===== src/rtl/uart_tm_pkg.sv =====
package uart_tm_pkg;
  typedef enum logic [1:0] {
    CH_NORMAL = 2'b00,
    CH_ECHO   = 2'b01,
    CH_LOCAL  = 2'b10,
    CH_REMOTE = 2'b11
  } chmode_e;

  typedef enum logic [1:0] {
    RX_IDLE,
    RX_START,
    RX_DATA,
    RX_STOP
  } rx_state_e;
endpackage


===== src/rtl/uart_tm_route.sv =====
module uart_tm_route
  import uart_tm_pkg::*;
#(
  parameter int SYNC_STAGES = 2
) (
  input  logic       clk,
  input  logic       rst,
  input  logic [1:0] mode,
  input  logic       rx_pin,
  input  logic       tx_ser,
  output logic       rx_s,
  output logic       rx_in,
  output logic       tx_en,
  output logic       rx_en,
  output logic       tx_pin
);
  chmode_e                cm;
  logic [SYNC_STAGES-1:0] sync_q;
  logic                   pin_d;

  assign cm = chmode_e'(mode);

  always_ff @(posedge clk) begin
    if (rst) sync_q <= '1;
    else     sync_q <= {sync_q[SYNC_STAGES-2:0], rx_pin};
  end
  assign rx_s = sync_q[SYNC_STAGES-1];

  always_comb begin
    tx_en = 1'b1;
    rx_en = 1'b1;
    rx_in = rx_s;
    pin_d = tx_ser;
    unique case (cm)
      CH_NORMAL: pin_d = tx_ser;
      CH_ECHO:   pin_d = rx_s;
      CH_LOCAL: begin
        pin_d = 1'b1;
        rx_in = tx_ser;
      end
      CH_REMOTE: begin
        pin_d = rx_s;
        rx_in = 1'b1;
        tx_en = 1'b0;
        rx_en = 1'b0;
      end
    endcase
  end

  always_ff @(posedge clk) begin
    if (rst) tx_pin <= 1'b1;
    else     tx_pin <= pin_d;
  end
endmodule


===== src/rtl/uart_tm_tx.sv =====
module uart_tm_tx #(
  parameter int DATA_W = 8,
  parameter int DIV    = 16
) (
  input  logic              clk,
  input  logic              rst,
  input  logic              en,
  input  logic              wr_en,
  input  logic [DATA_W-1:0] wr_data,
  output logic              tx_ser,
  output logic              tx_ready,
  output logic              tx_empty
);
  localparam int FRAME = DATA_W + 2;
  localparam int CW    = (DIV > 1) ? $clog2(DIV) : 1;
  localparam int BW    = $clog2(FRAME);

  logic [DATA_W-1:0] thr;
  logic              thr_full;
  logic              busy;
  logic [FRAME-1:0]  sh;
  logic [CW-1:0]     cnt;
  logic [BW-1:0]     bitn;

  always_ff @(posedge clk) begin
    if (rst) begin
      thr      <= '0;
      thr_full <= 1'b0;
      busy     <= 1'b0;
      sh       <= '1;
      cnt      <= '0;
      bitn     <= '0;
    end else begin
      if (!en) begin
        busy <= 1'b0;
        sh   <= '1;
        cnt  <= '0;
        bitn <= '0;
      end else if (!busy) begin
        if (thr_full) begin
          sh       <= {1'b1, thr, 1'b0};
          busy     <= 1'b1;
          cnt      <= '0;
          bitn     <= '0;
          thr_full <= 1'b0;
        end
      end else if (cnt == CW'(DIV - 1)) begin
        cnt <= '0;
        if (bitn == BW'(FRAME - 1)) begin
          bitn <= '0;
          if (thr_full) begin
            sh       <= {1'b1, thr, 1'b0};
            thr_full <= 1'b0;
          end else begin
            busy <= 1'b0;
            sh   <= '1;
          end
        end else begin
          sh   <= {1'b1, sh[FRAME-1:1]};
          bitn <= bitn + 1'b1;
        end
      end else begin
        cnt <= cnt + 1'b1;
      end
      if (wr_en) begin
        thr      <= wr_data;
        thr_full <= 1'b1;
      end
    end
  end

  assign tx_ser   = sh[0];
  assign tx_ready = !thr_full;
  assign tx_empty = !thr_full && !busy;
endmodule


===== src/rtl/uart_tm_rx.sv =====
module uart_tm_rx
  import uart_tm_pkg::*;
#(
  parameter int DATA_W = 8,
  parameter int DIV    = 16
) (
  input  logic              clk,
  input  logic              rst,
  input  logic              en,
  input  logic              rxi,
  input  logic              rd_en,
  output logic [DATA_W-1:0] rhr,
  output logic              rx_ready,
  output logic              overrun,
  output logic              frame_err
);
  localparam int CW   = (DIV > 1) ? $clog2(DIV) : 1;
  localparam int HALF = (DIV / 2 > 0) ? DIV / 2 : 1;
  localparam int BW   = (DATA_W > 1) ? $clog2(DATA_W) : 1;

  rx_state_e         st;
  logic [CW-1:0]     cnt;
  logic [BW-1:0]     bitn;
  logic [DATA_W-1:0] shreg;
  logic              prev;
  logic              done;

  always_ff @(posedge clk) begin
    if (rst) begin
      st    <= RX_IDLE;
      cnt   <= '0;
      bitn  <= '0;
      shreg <= '0;
      prev  <= 1'b1;
    end else begin
      prev <= rxi;
      if (!en) begin
        st <= RX_IDLE;
      end else begin
        unique case (st)
          RX_IDLE: if (prev && !rxi) begin
            st  <= RX_START;
            cnt <= '0;
          end
          RX_START: if (cnt == CW'(HALF - 1)) begin
            cnt  <= '0;
            bitn <= '0;
            st   <= rxi ? RX_IDLE : RX_DATA;
          end else cnt <= cnt + 1'b1;
          RX_DATA: if (cnt == CW'(DIV - 1)) begin
            cnt   <= '0;
            shreg <= {rxi, shreg[DATA_W-1:1]};
            if (bitn == BW'(DATA_W - 1)) st <= RX_STOP;
            else bitn <= bitn + 1'b1;
          end else cnt <= cnt + 1'b1;
          RX_STOP: if (cnt == CW'(DIV - 1)) begin
            cnt <= '0;
            st  <= RX_IDLE;
          end else cnt <= cnt + 1'b1;
        endcase
      end
    end
  end

  assign done = en && (st == RX_STOP) && (cnt == CW'(DIV - 1));

  always_ff @(posedge clk) begin
    if (rst) begin
      rhr       <= '0;
      rx_ready  <= 1'b0;
      overrun   <= 1'b0;
      frame_err <= 1'b0;
    end else if (done) begin
      rhr       <= shreg;
      rx_ready  <= 1'b1;
      frame_err <= !rxi;
      if (rx_ready && !rd_en) overrun <= 1'b1;
      else if (rd_en)         overrun <= 1'b0;
    end else if (rd_en) begin
      rx_ready  <= 1'b0;
      overrun   <= 1'b0;
      frame_err <= 1'b0;
    end
  end
endmodule


===== src/rtl/uart_tm_top.sv =====
module uart_tm_top #(
  parameter int DATA_W      = 8,
  parameter int DIV         = 16,
  parameter int SYNC_STAGES = 2
) (
  input  logic              clk,
  input  logic              rst,
  input  logic [1:0]        mode,
  input  logic              wr_en,
  input  logic [DATA_W-1:0] wr_data,
  input  logic              rd_en,
  output logic [DATA_W-1:0] rd_data,
  input  logic              rx_pin,
  output logic              tx_pin,
  output logic              tx_ready,
  output logic              tx_empty,
  output logic              rx_ready,
  output logic              overrun,
  output logic              frame_err,
  output logic              irq,
  output logic              dma_tx_req,
  output logic              dma_rx_req
);
  logic tx_ser, rx_s, rx_in, tx_en, rx_en;

  uart_tm_route #(.SYNC_STAGES(SYNC_STAGES)) u_route (
    .clk(clk), .rst(rst), .mode(mode), .rx_pin(rx_pin), .tx_ser(tx_ser),
    .rx_s(rx_s), .rx_in(rx_in), .tx_en(tx_en), .rx_en(rx_en), .tx_pin(tx_pin)
  );

  uart_tm_tx #(.DATA_W(DATA_W), .DIV(DIV)) u_tx (
    .clk(clk), .rst(rst), .en(tx_en), .wr_en(wr_en), .wr_data(wr_data),
    .tx_ser(tx_ser), .tx_ready(tx_ready), .tx_empty(tx_empty)
  );

  uart_tm_rx #(.DATA_W(DATA_W), .DIV(DIV)) u_rx (
    .clk(clk), .rst(rst), .en(rx_en), .rxi(rx_in), .rd_en(rd_en),
    .rhr(rd_data), .rx_ready(rx_ready), .overrun(overrun), .frame_err(frame_err)
  );

  assign irq        = rx_ready || overrun || frame_err;
  assign dma_tx_req = tx_ready;
  assign dma_rx_req = rx_ready;
endmodule


===== config.mk =====
export PLATFORM = sky130hd
export DESIGN_NAME = uart_tm_top
export DESIGN_NICKNAME = d
export VERILOG_FILES = /design/src/rtl/uart_tm_pkg.sv /design/src/rtl/uart_tm_route.sv /design/src/rtl/uart_tm_tx.sv /design/src/rtl/uart_tm_rx.sv /design/src/rtl/uart_tm_top.sv
export SDC_FILE = /design/constraint.sdc
export NUM_CORES = 1
export LEC_CHECK = 0
export ABC_AREA = 1
export BUFFER_PORTS_ARGS = -buffer_cell sky130_fd_sc_hd__buf_2
export CORE_UTILIZATION = 40
export CTS_CLUSTER_DIAMETER = 150
export DETAILED_ROUTE_END_ITERATION = 6
export PLACE_DENSITY = 0.62
export SYNTH_ARGS = -nofsm -noshare
export SYNTH_HDL_FRONTEND = slang
export SYNTH_SLANG_ARGS = --single-unit

===== constraint.sdc =====
create_clock -name clk -period 2.4 [get_ports clk]
set_input_delay 0.48 -clock clk [delete_from_list [all_inputs] [get_ports clk]]
set_output_delay 0.48 -clock clk [all_outputs]
set_load 0.05 [all_outputs]

Yosys cells after proc, flatten, opt, wreduce, memory -nomap -nowiden
Cells that the tools add are included.
Operators by class
  add/sub/neg operators: 4
  eq/ne operators: 21
  muxes and demuxes: 44
  bitwise operators: 1
  reductions and logical operators: 25
Operators by type and width (number)
  two-way mux 4 bit: 9
  two-way mux 10 bit: 3
  two-way mux 9 bit: 2
  two-way mux 1 bit: 16
  adder 4 x 1 -> 4 bit (second input constant): 3
  equality test 4 bit (second input constant): 3
  two-way mux 2 bit: 6
  case mux 4 bit (3 select lines): 1
  != test 2 x 1 -> 1 bit (second input constant): 5
  AND reduction 5 bit: 2
  two-way mux 3 bit: 3
  equality test 2 bit (second input constant): 4
  case mux 2 bit (4 select lines): 1
  != test 2 bit (second input constant): 3
  != test 3 bit (second input constant): 2
  case mux 3 bit (2 select lines): 1
  AND reduction 3 bit: 2
  nonzero test 2 bit: 3
  OR reduction 2 bit: 3
  logical AND 1 bit: 5
  equality test 2 x 1 -> 1 bit (second input constant): 2
  equality test 4 x 3 -> 1 bit (second input constant): 1
  zero test 1 bit: 4
  zero test 2 bit: 2
  7 further kinds: 9
Storage, ports and cells
  bits in registers: 60
  input port bits: 15
  output and inout port bits: 17
  logic and storage cells: 112

Logic depth before layout (Yosys ltp)
Gate-level depths: netlist of run 1.
  depth in word-level cells: 6
  mapped depth: 9
  gate-level depth less buffers: 9

Cells and area by module
A second synthesis of run 1 with hierarchy kept.
Unflattened totals
  cells, all modules: 366
  area, all modules: 2638.8 µm²
Modules (own cells, without submodules)
  uart_tm_tx: times used 1, cells an instance 186, area an instance 1278.7 µm², sequential area each 540.5 µm²
  uart_tm_rx: times used 1, cells an instance 161, area an instance 1217.4 µm², sequential area each 580.6 µm²
  uart_tm_route: times used 1, cells an instance 14, area an instance 116.4 µm², sequential area each 60.1 µm²
  uart_tm_top: times used 1, cells an instance 5, area an instance 26.3 µm², sequential area each 0.0 µm²

Worst setup path before layout of run 1
No wires, ideal clock.
  path type: register -> output
  from: register u_rx.overrun
  to: output port irq
  data arrival time: 1.105 ns
  required time: 1.920 ns
  setup slack: 0.815 ns
  stages on the path, launching flop included: 3
  path buffers: 0
  cells stage by stage: dfxtp_1 > inv_1 > nand2_1
Between the ends
  word-level cells in the longest chain between the ends: 2
RTL lines
  start: declaration: line uart_tm_rx.sv:14  | output logic overrun,
  start signal: assignment: line uart_tm_rx.sv:71  | overrun <= 1'b0;
  start signal: assignment: line uart_tm_rx.sv:77  | if (rx_ready && !rd_en) overrun <= 1'b1;
  start signal: assignment: line uart_tm_rx.sv:78  | else if (rd_en) overrun <= 1'b0;
  logical OR 1 bit (2 in a row): line uart_tm_top.sv:41  | assign irq = rx_ready || overrun || frame_err;
  end: declaration: line uart_tm_top.sv:20  | output logic irq,
No other way between the ends.

Worst setup path in the final report of run 1
  from: register u_tx.busy
  to: output port tx_empty
Between the ends
  word-level cells in the longest chain between the ends: 2
RTL lines
  start: declaration: line uart_tm_tx.sv:20  | logic busy;
  start signal: assignment: line uart_tm_tx.sv:29  | busy <= 1'b0;
  start signal: assignment: line uart_tm_tx.sv:35  | busy <= 1'b0;
  start signal: assignment: line uart_tm_tx.sv:42  | busy <= 1'b1;
  zero test 1 bit
  logical AND 1 bit: line uart_tm_tx.sv:74  | assign tx_empty = !thr_full && !busy;
  end: declaration: line uart_tm_top.sv:16  | output logic tx_empty,
No other way between the ends.

==> results of run 1 <==
cells in the final DEF (no fill, tap or decap), types with 2 or more instances in the layout:
master / count
a21oi_1: 18
nand2_4: 2
nor2_1: 73
nand3_2: 2
a21oi_2: 2
o211ai_1: 3
xnor2_1: 2
nor2_2: 3
clkinv_2: 2
clkbuf_8: 11
buf_2: 31
dfxtp_1: 59
inv_2: 9
nand3b_1: 2
buf_4: 2
inv_1: 19
nand2_2: 7
o21ai_0: 33
nand4_1: 2
ha_1: 6
o21ai_1: 7
xor2_1: 2
or2_2: 2
nor3_1: 2
nor2_4: 3
nand3_1: 15
nand2_1: 42
flip-flops by register name, summed over array words and instances, names as in the netlist, 2 cells and up, named ones only:
signal	cells
u_tx.sh	9
u_rx.rhr	8
u_rx.shreg	8
u_tx.cnt	4
u_rx.bitn	3
u_rx.cnt	4
u_tx.bitn	4
u_route.sync_q	2
u_tx.thr	8
routing by layer:
layer | share of wire (%) | track usage, %
met1 | 56 | 24.9
met3 | 3.7 | 4.62
met4 | 1.8 | 8.42
met5 | 0 | 0
met2 | 39 | 23.6
worst max-delay path: stages (launching register included):
cell and delay [ns]:
dfxtp_1 0.42, nor2_4 0.19, buf_2 0.29
kinds of logic (layout without fill, tap and decap cells):
| family | Yosys count | after routing | synth area share, % |
|---|---|---|---|
| buffers and inverters | 39 | 77 | 6.48 |
| AOI/OAI and AO/OA | 68 | 68 | 14.6 |
| xor gates and xnor gates | 4 | 4 | 1.36 |
| DFF | 59 | 59 | 46.0 |
| adders and majority gates | 6 | 6 | 2.92 |
| and+or+nand+nor | 158 | 158 | 28.7 |
final cells by class:
type	instances	area (um^2)
Multi-Input combinational cell	236	1220
Sequential cell	59	1180
Inverter	29	109
Clock inverter	4	26.3
Tap cell	75	93.8
Fill cell	594	3110
Clock buffer	11	151
Timing Repair Buffer	33	170
path summary, 6_finish.rpt:
path | from | end | slack [ns] | depth (start not counted)
worst max-delay path | u_tx.busy | tx_empty | 0.69 | 2
worst min-delay path | rd_en | u_rx.overrun | 0.32 | 2
worst max register to register | u_rx.cnt[0] | u_rx.overrun | 0.76 | 7
worst min register to register | u_route.sync_q[0] | u_route.sync_q[1] | 0.41 | 1
power by group:
group          switching (mW)  leakage [nW]  internal, mW
combinational           0.171         0.720        0.0892
clock                   0.384        0.0912         0.423
sequential             0.0387         0.482          1.03
==> impl_metrics.json, run 1 <==
{
  "synth.lib_cells_used.distinct": 36,
  "rows": 28,
  "place.gp.congestion": 0.804,
  "outcome": "finished clean",
  "io_pins": 32,
  "dr.pass1.iters": 4,
  "finClkSkew_ns": 0.00680,
  "antennaDiodeCount": 0,
  "hold_viol": 0,
  "drtIter0Drc": 115,
  "synthTopCellsByCount": "nor2_1, dfxtp_1, nand2_1",
  "drt-wirelength-per-cell_um": 11.4,
  "p_per_area_mw_per_mm2": 722,
  "postSynthCellCount": 334,
  "worst_slew_pin_slew_ns": 0.373,
  "avgSynthCellArea_um2": 7.69,
  "die_width_um": 82.1,
  "synth_top_area_share_pct": 46.0,
  "ctsResizeCount": 0,
  "grt_pass1_vias": 1913,
  "final_area_mm2": 0.00295,
  "synth_edf_count": 0,
  "async_reset_ff_share_pct": 0,
  "core_area_mm2": 0.00606,
  "clock_latency_ns": 0.34,
  "cts_sinks": 59,
  "dp_slack_ns": 0.789,
  "p_total_mw": 2.13,
  "synth.area.top_cells": "dfxtp_1, nor2_1, o21ai_0",
  "cts_setup_buffers": 0,
  "tns_ns": 0,
  "vias": 2191,
  "worstPathArrival_ns": 1.23,
  "max_freq_ghz": 0.583,
  "yosys.area.top_type": "dfxtp_1",
  "crit_fanout": 8,
  "period_share_pct": 71.4,
  "ys_seq_elements": 59,
  "yosys_warnings": 0,
  "ant_nets": 0,
  "cts_buffers": 9,
  "post-place-cells": 432,
  "cp_data_required_time_ns": 1.92,
  "drive_gt1_share_pct": 22.0,
  "antenna_found_initial": 0,
  "h-tree-depth": 3,
  "slew_violations": 0,
  "die_h_um": 82.1,
  "setup_slack_ns": 0.686,
  "slew_headroom_pct": 75.1,
  "start_util_pct": 42.4,
  "max-cap-violations": 0,
  "grt_overflow": 0,
  "grt_start_max_net_pins": 24,
  "drc": 0,
  "worstSetupPathType": "flop to output port",
  "syn_area_mm2": 0.00257,
  "min_path_type": "input port to flop",
  "ir_worst_vdd_uv": 436,
  "yosysSeqAreaShare_pct": 46.0,
  "min_period_ns": 1.71,
  "endpoint_kind": "output port",
  "area_growth_pct": 15.0,
  "fin_cells": 447,
  "crit_path_start_kind": "flop",
  "gr-usage-all-layers_pct": 17.3,
  "nNetsFinal": 389,
  "cts_tree": "done",
  "die_area_mm2": 0.00674,
  "yosysMostFrequentCell": "nor2_1",
  "io_buffers": 31,
  "via_per_inst": 4.90,
  "ys.flop_type": "dfxtp_1",
  "setup_violations": 0,
  "wl_um": 5080,
  "clockBufferDepth": 2,
  "dp_hpwl_um": 3590,
  "cts.clk_slew.worst_paths_ns": 0.06,
  "rsz0062_at_grt": "false",
  "syn-num-nets": 355,
  "post_dp_cell_area_mm2": 0.00277,
  "postLayoutCoreUtil_pct": 48.7,
  "cts_hold_buf": 0,
  "clockRootBuffer": "clkbuf_8",
  "whs_ns": 0.319,
  "grt_pass1_wl_um": 8690,
  "p_leak_nw": 1.29
}
Power figures use the tool's default switching activity.
==> inputs of run 2 (changes only) <==
==> constraint.sdc (replaced) <==
create_clock -name clk -period 1.7 [get_ports clk]
set_input_delay 0.34 -clock clk [delete_from_list [all_inputs] [get_ports clk]]
set_output_delay 0.34 -clock clk [all_outputs]
set_load 0.05 [all_outputs]
==> impl_metrics.json, run 2 (synthesized netlist as in run 1, its figures left out) <==
{
  "outcome": "finished clean",
  "crit_fanout": 8,
  "ant_nets": 0,
  "worst_slew_pin_slew_ns": 0.362,
  "clock_latency_ns": 0.34,
  "clockBufferDepth": 2,
  "setup_slack_ns": 0.133,
  "slew_violations": 0,
  "cts_buffers": 9,
  "postLayoutCoreUtil_pct": 49.5,
  "worstSetupPathType": "flop to output port",
  "grt_pass1_wl_um": 8590,
  "vias": 2131,
  "die_width_um": 82.1,
  "gr-usage-all-layers_pct": 17.1,
  "io_pins": 32,
  "io_buffers": 31,
  "grt_start_max_net_pins": 25,
  "place.gp.congestion": 0.733,
  "drtIter0Drc": 43,
  "drive_gt1_share_pct": 22.5,
  "h-tree-depth": 3,
  "antennaDiodeCount": 0,
  "die_area_mm2": 0.00674,
  "p_leak_nw": 1.30,
  "crit_path_start_kind": "flop",
  "finClkSkew_ns": 0.00891,
  "grt_pass1_vias": 1913,
  "nNetsFinal": 390,
  "fillCellCount": 615,
  "area_growth_pct": 16.9,
  "via_per_inst": 4.76,
  "rsz0062_at_grt": "false",
  "dp_hpwl_um": 3550,
  "setup_violations": 0,
  "drc": 0,
  "tns_ns": 0,
  "wl_um": 4920,
  "dp_slack_ns": 0.139,
  "worstPathArrival_ns": 1.23,
  "mostFrequentLayoutCell": "nor2_1",
  "antenna_found_initial": 0,
  "clockRootBuffer": "clkbuf_8",
  "post_dp_cell_area_mm2": 0.00279,
  "p_per_area_mw_per_mm2": 1050,
  "slew_headroom_pct": 75.8,
  "cp_data_required_time_ns": 1.36,
  "drt-wirelength-per-cell_um": 11.0,
  "hold_viol": 0,
  "start_util_pct": 42.4,
  "top_register": "u_tx.sh",
  "max_freq_ghz": 0.638,
  "cts.clk_slew.worst_paths_ns": 0.06,
  "rows": 28,
  "period_share_pct": 92.2,
  "cts_tree": "done",
  "ir_worst_vdd_uv": 601,
  "max-cap-violations": 0,
  "cts_setup_buffers": 0,
  "largest_reg_flops": 9,
  "layout_common_cells": "nor2_1, dfxtp_1, nand2_1",
  "core_area_mm2": 0.00606,
  "final_area_mm2": 0.00300,
  "endpoint_kind": "output port",
  "cts_sinks": 59,
  "dr.pass1.iters": 4,
  "grt_overflow": 0,
  "die_h_um": 82.1,
  "min_path_type": "input port to flop",
  "min_period_ns": 1.57
}
[run 2: report_power, final]
part	leakage [nW]	internal [mW]	switching, mW
clock network	0.0974	0.745	0.538
registers	0.482	1.45	0.0513
logic	0.725	0.130	0.236
total	1.30	2.32	0.826
[run 2: area by class of cell]
class	count	area (um^2)	area share, %
Inverter	29	111	3.71
Sequential cell	59	1180	39.4
Timing Repair Buffer	34	190	6.34
Clock buffer	11	151	5.05
Clock inverter	4	50.0	1.67
Multi-Input combinational cell	236	1220	40.7
Tap cell	75	93.8	3.13
[run 2: final timing paths]
check               startpoint                end  slack [ns]  depth (start not counted)
max                  u_tx.busy           tx_empty        0.13                          2
min                      rd_en       u_rx.overrun        0.18                          2
max reg2reg       u_tx.bitn[0]         u_tx.sh[3]        0.16                          6
min reg2reg  u_route.sync_q[0]  u_route.sync_q[1]        0.41                          1
[run 2: critical path: stages (launching register included)]
cell	delay (ns)
dfxtp_1	0.41
nor2_4	0.19
buf_2	0.29
[run 2: layer usage]
layer | GRT usage [%] | part of all wire, %
met1 | 23.7 | 53
met2 | 24.3 | 41
met3 | 5.16 | 3.9
met4 | 7.37 | 2.1
met5 | 0 | 0
[run 2: what timing repair did]
item	CTS	global route
hold buffers	0	0
resized for setup	0	2
setup endpoints to repair	0	1
[run 2: stage by stage]
stage,instances,total power [mW],hold WS (ns)
after floorplan,334,1.82,0.389
after global placement,433,1.90,0.392
after detailed placement,433,1.90,0.394
after CTS,448,3.19,0.159
after global routing,448,3.30,0.178
final,448,3.15,0.177
==> inputs of run 3 (changes only) <==
==> constraint.sdc (replaced) <==
create_clock -name clk -period 1.8 [get_ports clk]
set_input_delay 0.36 -clock clk [delete_from_list [all_inputs] [get_ports clk]]
set_output_delay 0.36 -clock clk [all_outputs]
set_load 0.05 [all_outputs]
==> impl_metrics.json, run 3 (synthesized netlist as in run 1, its figures left out) <==
{
  "crit_path_start_kind": "flop",
  "postLayoutCoreUtil_pct": 49.7,
  "vias": 2160,
  "min_period_ns": 1.66,
  "wl_met2_um": 2170,
  "cts.clk_slew.worst_paths_ns": 0.06,
  "wl_um": 5030,
  "combPwrFrac_pct": 11.2,
  "antennaDiodeCount": 0,
  "io_pins": 32,
  "seqPwrFrac_pct": 45.1,
  "drc": 0,
  "ir_worst_vdd_uv": 523,
  "ctsResizeCount": 0,
  "mostFrequentLayoutCell": "nor2_1",
  "layout_common_cells": "nor2_1, dfxtp_1, nand2_1",
  "hold_viol": 0,
  "drtIter0Drc": 97,
  "crit_fanout": 11,
  "rows": 28,
  "nNetsFinal": 389,
  "slew_headroom_pct": 75.6,
  "p_total_mw": 3.14,
  "worstSetupPathType": "flop to flop",
  "largest_reg_flops": 9,
  "tns_ns": 0,
  "worst_slew_pin_slew_ns": 0.366,
  "multi_input_area_mm2": 0.00122,
  "p_int_mw": 2.34,
  "path_cells": "ha_1, nand3_2, inv_2, nand3_2, inv_2, nand2_1, a211oi_2",
  "ant_nets": 0,
  "p_per_area_mw_per_mm2": 1040,
  "io_buffers": 31,
  "cts_setup_buffers": 0,
  "whs_ns": 0.206,
  "setup_slack_ns": 0.142,
  "min_path_type": "input port to flop",
  "setup_violations": 0,
  "period_share_pct": 92.1,
  "cp_slowest_cell": "dfxtp_1",
  "clockRootBuffer": "clkbuf_8",
  "h-tree-depth": 3,
  "cts_sinks": 59,
  "routed.top_layer": "met4",
  "endpoint_kind": "flop",
  "cts_tree": "done",
  "worstPathArrival_ns": 1.91,
  "grt_pass1_wl_um": 8460,
  "area_growth_pct": 17.4,
  "cp_data_required_time_ns": 2.06,
  "net-switching-power_mw": 0.796,
  "cts_hold_buf": 0,
  "gr-usage-all-layers_pct": 16.7,
  "max-cap-violations": 0,
  "die_area_mm2": 0.00674,
  "seq_area_mm2": 0.00118,
  "core_area_mm2": 0.00606,
  "dp_hpwl_um": 3480,
  "slowest_delay_ns": 0.38,
  "dr.pass1.iters": 4,
  "finClkSkew_ns": 0.00626,
  "path_buf_inv": 2,
  "drt-wirelength-per-cell_um": 11.2,
  "grt_overflow": 0,
  "grt_start_max_net_pins": 25,
  "dp_slack_ns": 0.172,
  "route.met3.wl_um": 191,
  "clock_latency_ns": 0.33,
  "fillCellCount": 604,
  "outcome": "finished clean",
  "critPathTopFamily": "simple AND/OR/NAND/NOR gates",
  "clkPwrFrac_pct": 43.7,
  "start_util_pct": 42.4,
  "via_per_inst": 4.82,
  "top_register": "u_tx.sh",
  "drive_gt1_share_pct": 22.0,
  "slew_violations": 0,
  "clockBufferDepth": 2,
  "die_h_um": 82.1,
  "grt_pass1_vias": 1859,
  "sw_frac_of_total_pct": 25.3,
  "antenna_found_initial": 0,
  "rsz0062_at_grt": "false",
  "max_freq_ghz": 0.603,
  "p_leak_nw": 1.32,
  "die_width_um": 82.1,
  "cts_buffers": 9,
  "m1WireLength_um": 2610,
  "place.gp.congestion": 0.843
}
## run 3: cell count changes in the layout (fill, tap and decap cells not counted), sizes merged
cell	change
buf	-1
bufinv	+1
clkbuf	+1
clkinvlp	-1
## run 3: path summary, 6_finish.rpt
kind,start,end,slack [ns],cells past startpoint
worst max-delay path,u_rx.cnt[0],u_rx.overrun,0.14,7
worst min-delay path,rd_en,u_rx.overrun,0.21,2
worst max register to register,u_rx.cnt[0],u_rx.overrun,0.14,7
worst min register to register,u_route.sync_q[0],u_route.sync_q[1],0.41,1
## run 3: final cells by class
class                           instances  share of cell area, %
Sequential cell                        59                   39.2
Inverter                               29                   3.61
Clock inverter                          4                   2.41
Timing Repair Buffer                   33                   6.06
Clock buffer                           12                   5.15
Tap cell                               75                   3.11
Multi-Input combinational cell        236                   40.5
## run 3: power groups by stage
stage	combinational (mW)	sequential, mW	clock [mW]
final	0.351	1.42	1.37
after global routing	0.401	1.43	1.45
after global placement	0.344	1.44	0
after CTS	0.353	1.42	1.39
after floorplan	0.280	1.43	0
after detailed placement	0.349	1.44	0
## run 3: through the flow
step | cell area (um^2) | std cells
floorplan | 2570 | 334
global placement | 2790 | 432
detailed placement | 2790 | 432
CTS | 3010 | 448
global route | 3010 | 448
finish | 3010 | 448
## run 3: worst reg2reg max path: stages (launching register included)
cell and delay [ns]:
dfxtp_1 0.38, ha_1 0.25, nand3_2 0.13, inv_2 0.12, nand3_2 0.21, inv_2 0.23, nand2_1 0.09, a211oi_2 0.17
## run 3: per-layer routing
layer / vias up / global-route usage, %
met5: - / 0
met4: 0 / 7.37
met3: 6 / 4.84
met2: 39 / 24.3
met1: 964 / 22.8
li1: 1151 / -
